### src/rtl/bas_pkg.sv
package bas_pkg;
  localparam int BEAT_W = 2;
  typedef logic [BEAT_W-1:0] beat_t;

  // Linear order: count upward, wrapping inside the four-word block
  function automatic beat_t lin_beat(input beat_t s, input beat_t k);
    return beat_t'(s + k);
  endfunction

  // Interleaved order: start bits XOR beat number
  function automatic beat_t ilv_beat(input beat_t s, input beat_t k);
    return s ^ k;
  endfunction

  function automatic beat_t burst_low(input logic ilv, input beat_t s, input beat_t k);
    return ilv ? ilv_beat(s, k) : lin_beat(s, k);
  endfunction
endpackage

### src/rtl/bas_start_qual.sv
module bas_start_qual #(
  parameter int NPOS = 2,
  parameter int NNEG = 2
) (
  input  logic            pstrobe_n,
  input  logic            cstrobe_n,
  input  logic            ce_main_n,
  input  logic [NPOS-1:0] ce_hi,
  input  logic [NNEG-1:0] ce_lo_n,
  output logic            start_evt,
  output logic            proc_go,
  output logic            en_ok
);
  logic pos_ok, neg_ok, ctrl_go;

  // Per-pin qualification kept as separate wires so each term is visible
  logic [NPOS-1:0] pos_bit;
  logic [NNEG-1:0] neg_bit;
  genvar gi;
  generate
    for (gi = 0; gi < NPOS; gi++) begin : g_pos
      assign pos_bit[gi] = ce_hi[gi];
    end
    for (gi = 0; gi < NNEG; gi++) begin : g_neg
      assign neg_bit[gi] = ~ce_lo_n[gi];
    end
  endgenerate

  assign pos_ok    = &pos_bit;
  assign neg_ok    = &neg_bit;
  assign en_ok     = ~ce_main_n & pos_ok & neg_ok;
  // Processor strobe only counts while the primary enable is active
  assign proc_go   = ~pstrobe_n & ~ce_main_n;
  // Controller strobe acts only when the processor strobe has not won
  assign ctrl_go   = ~cstrobe_n & ~proc_go;
  assign start_evt = proc_go | ctrl_go;
endmodule

### src/rtl/bas_beat_ctr.sv
module bas_beat_ctr
  import bas_pkg::*;
(
  input  logic  clk,
  input  logic  rst,
  input  logic  clear,
  input  logic  step,
  output beat_t beat
);
  always_ff @(posedge clk) begin
    if (rst)        beat <= '0;
    else if (clear) beat <= '0;
    else if (step)  beat <= beat_t'(beat + 1'b1);
  end
endmodule

### src/rtl/bas_addr_reg.sv
module bas_addr_reg
  import bas_pkg::*;
#(
  parameter int ADDR_W = 16
) (
  input  logic              clk,
  input  logic              rst,
  input  logic              load,
  input  logic [ADDR_W-1:0] addr_in,
  input  logic              ilv,
  input  beat_t             beat,
  output logic [ADDR_W-1:0] mem_addr
);
  logic [ADDR_W-1:0] base_q;
  beat_t             low_now;

  always_ff @(posedge clk) begin
    if (rst)       base_q <= '0;
    else if (load) base_q <= addr_in;
  end

  assign low_now = burst_low(ilv, base_q[BEAT_W-1:0], beat);

  generate
    if (ADDR_W > BEAT_W) begin : g_upper
      assign mem_addr = {base_q[ADDR_W-1:BEAT_W], low_now};
    end else begin : g_narrow
      assign mem_addr = low_now;
    end
  endgenerate
endmodule

### src/rtl/burst_addr_seq.sv
module burst_addr_seq
  import bas_pkg::*;
#(
  parameter int ADDR_W = 16,
  parameter int NPOS   = 2,
  parameter int NNEG   = 2
) (
  input  logic              clk,
  input  logic              rst,
  input  logic              mode_ilv,
  input  logic [ADDR_W-1:0] addr_in,
  input  logic              pstrobe_n,
  input  logic              cstrobe_n,
  input  logic              adv_n,
  input  logic              ce_main_n,
  input  logic [NPOS-1:0]   ce_hi,
  input  logic [NNEG-1:0]   ce_lo_n,
  output logic [ADDR_W-1:0] mem_addr,
  output logic              selected,
  output logic              start_by_proc
);
  logic  start_evt, proc_go, en_ok;
  logic  load_ok, step_ok;
  beat_t beat;

  bas_start_qual #(.NPOS(NPOS), .NNEG(NNEG)) u_qual (
    .pstrobe_n (pstrobe_n),
    .cstrobe_n (cstrobe_n),
    .ce_main_n (ce_main_n),
    .ce_hi     (ce_hi),
    .ce_lo_n   (ce_lo_n),
    .start_evt (start_evt),
    .proc_go   (proc_go),
    .en_ok     (en_ok)
  );

  assign load_ok = start_evt & en_ok;
  assign step_ok = ~start_evt & ~adv_n;

  bas_beat_ctr u_ctr (
    .clk   (clk),
    .rst   (rst),
    .clear (load_ok),
    .step  (step_ok),
    .beat  (beat)
  );

  bas_addr_reg #(.ADDR_W(ADDR_W)) u_areg (
    .clk      (clk),
    .rst      (rst),
    .load     (load_ok),
    .addr_in  (addr_in),
    .ilv      (mode_ilv),
    .beat     (beat),
    .mem_addr (mem_addr)
  );

  always_ff @(posedge clk) begin
    if (rst) begin
      selected      <= 1'b0;
      start_by_proc <= 1'b0;
    end else if (start_evt) begin
      selected      <= en_ok;
      start_by_proc <= proc_go & en_ok;
    end else begin
      start_by_proc <= 1'b0;
    end
  end
endmodule

### config.mk
export PLATFORM = sky130hd
export DESIGN_NAME = burst_addr_seq
export DESIGN_NICKNAME = d
export VERILOG_FILES = /design/src/rtl/bas_pkg.sv /design/src/rtl/bas_start_qual.sv /design/src/rtl/bas_beat_ctr.sv /design/src/rtl/bas_addr_reg.sv /design/src/rtl/burst_addr_seq.sv
export SDC_FILE = /design/constraint.sdc
export NUM_CORES = 1
export LEC_CHECK = 0
export ABC_AREA = 1
export BUFFER_PORTS_ARGS = -buffer_cell sky130_fd_sc_hd__buf_2
export CORE_ASPECT_RATIO = 1.5
export CORE_UTILIZATION = 47
export DETAILED_ROUTE_END_ITERATION = 8
export PLACE_DENSITY = 0.88
export SLEW_MARGIN = 20
export SYNTH_ARGS = -nofsm -noshare
export SYNTH_HDL_FRONTEND = slang
export SYNTH_SLANG_ARGS = --single-unit
### constraint.sdc
create_clock -name clk -period 1.11 [get_ports clk]
set_input_delay 0.1665 -clock clk [delete_from_list [all_inputs] [get_ports clk]]
set_output_delay 0.1665 -clock clk [all_outputs]
set_load 0.05 [all_outputs]
==> report_table.html <==
<table>
<tr><th>Metric</th><th>Value</th></tr>
<tr><th colspan="2">Logic synthesis</th></tr>
<tr><td>Number of flops mapped to enable cells by yosys</td><td>0</td></tr>
<tr><td>Most common cell in the netlist</td><td>sky130_fd_sc_hd__nor2_1</td></tr>
<tr><td>Area of the mapped netlist</td><td>0.00108 mm²</td></tr>
<tr><td>Count of distinct cell types in the synthesized netlist</td><td>18</td></tr>
<tr><td>Net count after synthesis</td><td>188</td></tr>
<tr><td>Ranking of synthesized cells by instance count</td><td>34 x sky130_fd_sc_hd__nor2_1, 27 x sky130_fd_sc_hd__nand2_1, 25 x sky130_fd_sc_hd__inv_1</td></tr>
<tr><td>Post-synthesis average cell area</td><td>6.74 µm²</td></tr>
<tr><td>Post-synthesis async set-or-reset flop share</td><td>0%</td></tr>
<tr><td>Area share of the largest cell type after synthesis</td><td>37.1%</td></tr>
<tr><td>Proportion of synthesized chip area in sequential cells</td><td>37.1%</td></tr>
<tr><td>Leading register cell type out of synthesis</td><td>sky130_fd_sc_hd__dfxtp_1</td></tr>
<tr><td>Synth Register Bits</td><td>20</td></tr>
<tr><td>Count of yosys warnings during synthesis</td><td>0</td></tr>
<tr><td>Post-Syn Instances</td><td>160</td></tr>
<tr><td>Ranking of synthesized cells by area</td><td>sky130_fd_sc_hd__dfxtp_1 37%, sky130_fd_sc_hd__nor2_1 12%, sky130_fd_sc_hd__buf_4 10%</td></tr>
<tr><td>Cell type with the highest aggregate area in the netlist</td><td>sky130_fd_sc_hd__dfxtp_1</td></tr>
<tr><th colspan="2">Floorplan</th></tr>
<tr><td>Count of boundary I/O pins</td><td>45</td></tr>
<tr><td>Die extent in y</td><td>60.7 µm</td></tr>
<tr><td>Floorplan Core Area</td><td>0.00210 mm²</td></tr>
<tr><td>Die Outline Area</td><td>0.00249 mm²</td></tr>
<tr><td>Cell Rows</td><td>20</td></tr>
<tr><td>Floorplan die width</td><td>41.1 µm</td></tr>
<tr><td>Initial core utilization</td><td>51.3%</td></tr>
<tr><th colspan="2">Min path</th></tr>
<tr><td>Hold wc startpoint</td><td>rst</td></tr>
<tr><td>Worst hold-check path type</td><td>in -&gt; reg</td></tr>
<tr><td>Hold depth</td><td>2</td></tr>
<tr><td>WHS Endpoint</td><td>selected$_SDFFE_PP0P_</td></tr>
<tr><th colspan="2">Setup path</th></tr>
<tr><td>Data arrival time of the critical path</td><td>1.30 ns</td></tr>
<tr><td>Cell family with most CP delay</td><td>flip-flops</td></tr>
<tr><td>Cell-by-cell listing of the critical path</td><td>ha_4, inv_2, nor2_4, xor2_1, inv_2, buf_8</td></tr>
<tr><td>Library cell contributing the largest single delay on the critical path</td><td>sky130_fd_sc_hd__dfxtp_2</td></tr>
<tr><td>Largest stage delay on the critical path</td><td>0.37 ns</td></tr>
<tr><td>Count of buffering cells on the critical path with inverters included</td><td>3</td></tr>
<tr><td>CP most frequent cell</td><td>sky130_fd_sc_hd__inv_2</td></tr>
<tr><td>Flop2flop setup slack</td><td>0.21 ns</td></tr>
<tr><td>Kind of capture point of the worst setup path</td><td>output port</td></tr>
<tr><td>Critical path class</td><td>reg -&gt; out</td></tr>
<tr><td>RR Endpoint</td><td>u_ctr.beat[1]$_SDFFE_PP0P_</td></tr>
<tr><td>Worst flop-to-flop path startpoint</td><td>u_ctr.beat[0]$_SDFFE_PP0P_</td></tr>
<tr><td>Crit start category</td><td>register</td></tr>
<tr><td>Logic depth of the worst register-to-register path</td><td>6</td></tr>
<tr><td>CP max FO</td><td>2</td></tr>
<tr><td>Required time at the worst-slack endpoint</td><td>0.94 ns</td></tr>
<tr><th colspan="2">Clocking</th></tr>
<tr><td>Number of buffers inserted during clock tree synthesis</td><td>3</td></tr>
<tr><td>Clock tree from TritonCTS</td><td>done</td></tr>
<tr><td>Hold-fix buffers, CTS</td><td>0</td></tr>
<tr><td>CTS sink cnt</td><td>20</td></tr>
<tr><td>Cell chosen for the clock root</td><td>sky130_fd_sc_hd__clkbuf_4</td></tr>
<tr><td>CTS HTree Levels</td><td>1</td></tr>
<tr><td>Clock slew seen by the registers of the worst setup and hold paths</td><td>0.12 ns</td></tr>
<tr><td>Max Buffers Root-to-Sink</td><td>2</td></tr>
<tr><td>Worst skew pair latency</td><td>0.29 ns</td></tr>
<tr><th colspan="2">Detailed routing</th></tr>
<tr><td>Number of nets with antenna violations after detailed routing</td><td>0</td></tr>
<tr><td>Detail-routed via count per cell</td><td>4.64</td></tr>
<tr><td>Wire length after detailed routing</td><td>2060 µm</td></tr>
<tr><td>Drt pass-1 iters</td><td>4</td></tr>
<tr><td>First DRT Iteration DRCs</td><td>19</td></tr>
<tr><td>Number of remaining DRC errors</td><td>0</td></tr>
<tr><td>Total via count in the routed design</td><td>1011</td></tr>
<tr><td>Average wire per cell in the routed design</td><td>9.44 µm</td></tr>
<tr><th colspan="2">Power and ir drop</th></tr>
<tr><td>Leak pwr</td><td>0.713 nW</td></tr>
<tr><td>Net Switching</td><td>0.372 mW</td></tr>
<tr><td>Peak ir drop on the vdd network</td><td>0.646 mV</td></tr>
<tr><td>Power Internal</td><td>1.04 mW</td></tr>
<tr><td>Comb power frac</td><td>18.2%</td></tr>
<tr><td>Total power per unit cell area</td><td>1040 mW/mm²</td></tr>
<tr><td>Fraction of power consumed by sequential logic</td><td>52.4%</td></tr>
<tr><td>Clock network fraction of design power</td><td>29.5%</td></tr>
<tr><td>Share of total power consumed by net switching</td><td>26.4%</td></tr>
<tr><th colspan="2">Global routing</th></tr>
<tr><td>Antenna violations before repair</td><td>0</td></tr>
<tr><td>Wire length of the first global-routing pass</td><td>3220 µm</td></tr>
<tr><td>Total congestion overflow</td><td>0</td></tr>
<tr><td>Vias in the first global route</td><td>887</td></tr>
<tr><td>Largest net degree at the start of global routing</td><td>17</td></tr>
<tr><td>Total routing resource utilization after global routing</td><td>18.6%</td></tr>
<tr><th colspan="2">STA</th></tr>
<tr><td>Final WS setup</td><td>-0.361 ns</td></tr>
<tr><td>Fmax</td><td>680 MHz</td></tr>
<tr><td>Setup violators final</td><td>2</td></tr>
<tr><td>Final clock period utilization by the worst path</td><td>133%</td></tr>
<tr><td>Final hold vios</td><td>0</td></tr>
<tr><td>Accumulated negative setup slack</td><td>-0.468 ns</td></tr>
<tr><td>Final setup skew</td><td>0.0000857 ns</td></tr>
<tr><td>Relative slew slack</td><td>76.7%</td></tr>
<tr><td>Actual transition at the worst max-transition pin</td><td>0.349 ns</td></tr>
<tr><td>Clock period minus worst slack</td><td>1.47 ns</td></tr>
<tr><td>Setup repair after global routing missed its margin</td><td>true</td></tr>
<tr><td>Max-slew violation total from the final report</td><td>0</td></tr>
<tr><th colspan="2">Job</th></tr>
<tr><td>Number of max-cap violations</td><td>0</td></tr>
<tr><th colspan="2">Finish</th></tr>
<tr><td>Final-stage net count</td><td>225</td></tr>
<tr><td>Fraction of layout cells with a size suffix above 1</td><td>34.7%</td></tr>
<tr><td>Layout overhead on the synthesized area</td><td>26.0%</td></tr>
<tr><td>Antenna diodes</td><td>0</td></tr>
<tr><td>Non-filler cells in the finished layout</td><td>218</td></tr>
<tr><th colspan="2">Place</th></tr>
<tr><td>Number of input and output port buffers inserted</td><td>44</td></tr>
<tr><td>Detailed placement HPWL</td><td>1560 µm</td></tr>
<tr><td>Routability Congestion</td><td>0.759</td></tr>
<tr><td>Inst Count DP</td><td>214</td></tr>
<tr><th colspan="2">Outcome</th></tr>
<tr><td>Violated checks</td><td>negative setup slack</td></tr>
<tr><td>Run status</td><td>finished, violations left</td></tr>
</table>
[layout make-up]
type                            count  area, µm²
Sequential cell                    20        403
Clock buffer                        4       36.3
Inverter                           27        101
Timing Repair Buffer               50        333
Multi-Input combinational cell     95        458
Fill cell                         210        743
Tap cell                           22       27.5
[kinds of logic after synthesis]
kind of cell | count (synthesis) | share of synthesized area, %
adder cells (fa/ha/maj) | 1 | 1.16
AO/OA/AOI/OAI | 3 | 1.39
XOR/XNOR | 2 | 1.62
flip-flops | 20 | 37.1
buffers and inverters | 45 | 22.3
AND/OR/NAND/NOR | 89 | 36.4
[registers in the layout, summed over array words and instances (netlist names)]
register	cells
u_areg.base_q	16
u_ctr.beat	2
start_by_proc	1
selected	1
[per-layer routing]
metal	share of wire (%)	wire [µm]	GRT usage, %
met1	38	781	17.0
met2	56	1150	35.3
met3	3.9	80	4.76
met4	2.1	44	8.29
met5	0	0	0
[worst max path at each step]
stage,from,endpoint,slack [ns],depth (start not counted)
after floorplan,u_ctr.beat[0]$_SDFFE_PP0P_,mem_addr[1],0.02,5
after global placement,u_ctr.beat[0]$_SDFFE_PP0P_,mem_addr[1],-0.06,6
after detailed placement,u_ctr.beat[0]$_SDFFE_PP0P_,mem_addr[1],-0.08,6
after CTS,u_ctr.beat[0]$_SDFFE_PP0P_,mem_addr[1],-0.35,6
after global routing,u_areg.base_q[0]$_SDFFE_PP0P_,mem_addr[1],-0.44,6
final,u_areg.base_q[0]$_SDFFE_PP0P_,mem_addr[1],-0.36,6
[through the flow]
step	utilization (%)	power, mW	worst slack, ns	hold slack, ns	instance area (µm²)
3_5_place_dp	59.8	0.994	-0.0756	0.372	1260
4_1_cts	62.3	1.41	-0.350	0.0471	1310
5_1_grt	64.6	1.48	-0.444	0.0413	1360
2_1_floorplan	-	0.912	0.0195	0.236	1080
3_3_place_gp	59.8	0.990	-0.0566	0.374	1260
6_report	64.6	1.41	-0.361	0.0488	1360
[power by group through the flow]
stage | Sequential, mW | Combinational [mW] | Clock (mW)
after floorplan | 0.755 | 0.158 | 0
after global placement | 0.752 | 0.238 | 0
after detailed placement | 0.753 | 0.241 | 0
after CTS | 0.737 | 0.248 | 0.428
after global routing | 0.741 | 0.284 | 0.452
final | 0.739 | 0.256 | 0.416
[cells in the final DEF (no fill, tap or decap), types with 2 or more instances in the layout]
cell                       instances
sky130_fd_sc_hd__a21oi_1           3
sky130_fd_sc_hd__buf_12            2
sky130_fd_sc_hd__buf_2            33
sky130_fd_sc_hd__buf_4             4
sky130_fd_sc_hd__buf_8             2
sky130_fd_sc_hd__clkbuf_4         12
sky130_fd_sc_hd__dfxtp_1          18
sky130_fd_sc_hd__dfxtp_2           2
sky130_fd_sc_hd__inv_1            23
sky130_fd_sc_hd__inv_2             3
sky130_fd_sc_hd__nand2_1          27
sky130_fd_sc_hd__nand2_2           2
sky130_fd_sc_hd__nand3_1          20
sky130_fd_sc_hd__nor2_1           33
sky130_fd_sc_hd__nor2_2            2
sky130_fd_sc_hd__nor2_4            4
[worst register-to-register path: stages, from the launching register on]
cell and delay, ns:
sky130_fd_sc_hd__dfxtp_2 0.35, sky130_fd_sc_hd__buf_4 0.14, sky130_fd_sc_hd__inv_1 0.06, sky130_fd_sc_hd__nand2_1 0.05, sky130_fd_sc_hd__nand2_1 0.05, sky130_fd_sc_hd__nand3_1 0.07
sky130_fd_sc_hd__a21oi_1 0.13
[what timing repair did]
| action | CTS | global route |
|---|---|---|
| pin swaps | 0 | 2 |
| buffers inserted | 0 | 0 |
| setup endpoints to repair | 2 | 11 |
| gates resized for setup | 6 | 16 |
No activity file was read; power rests on OpenSTA's default activity.
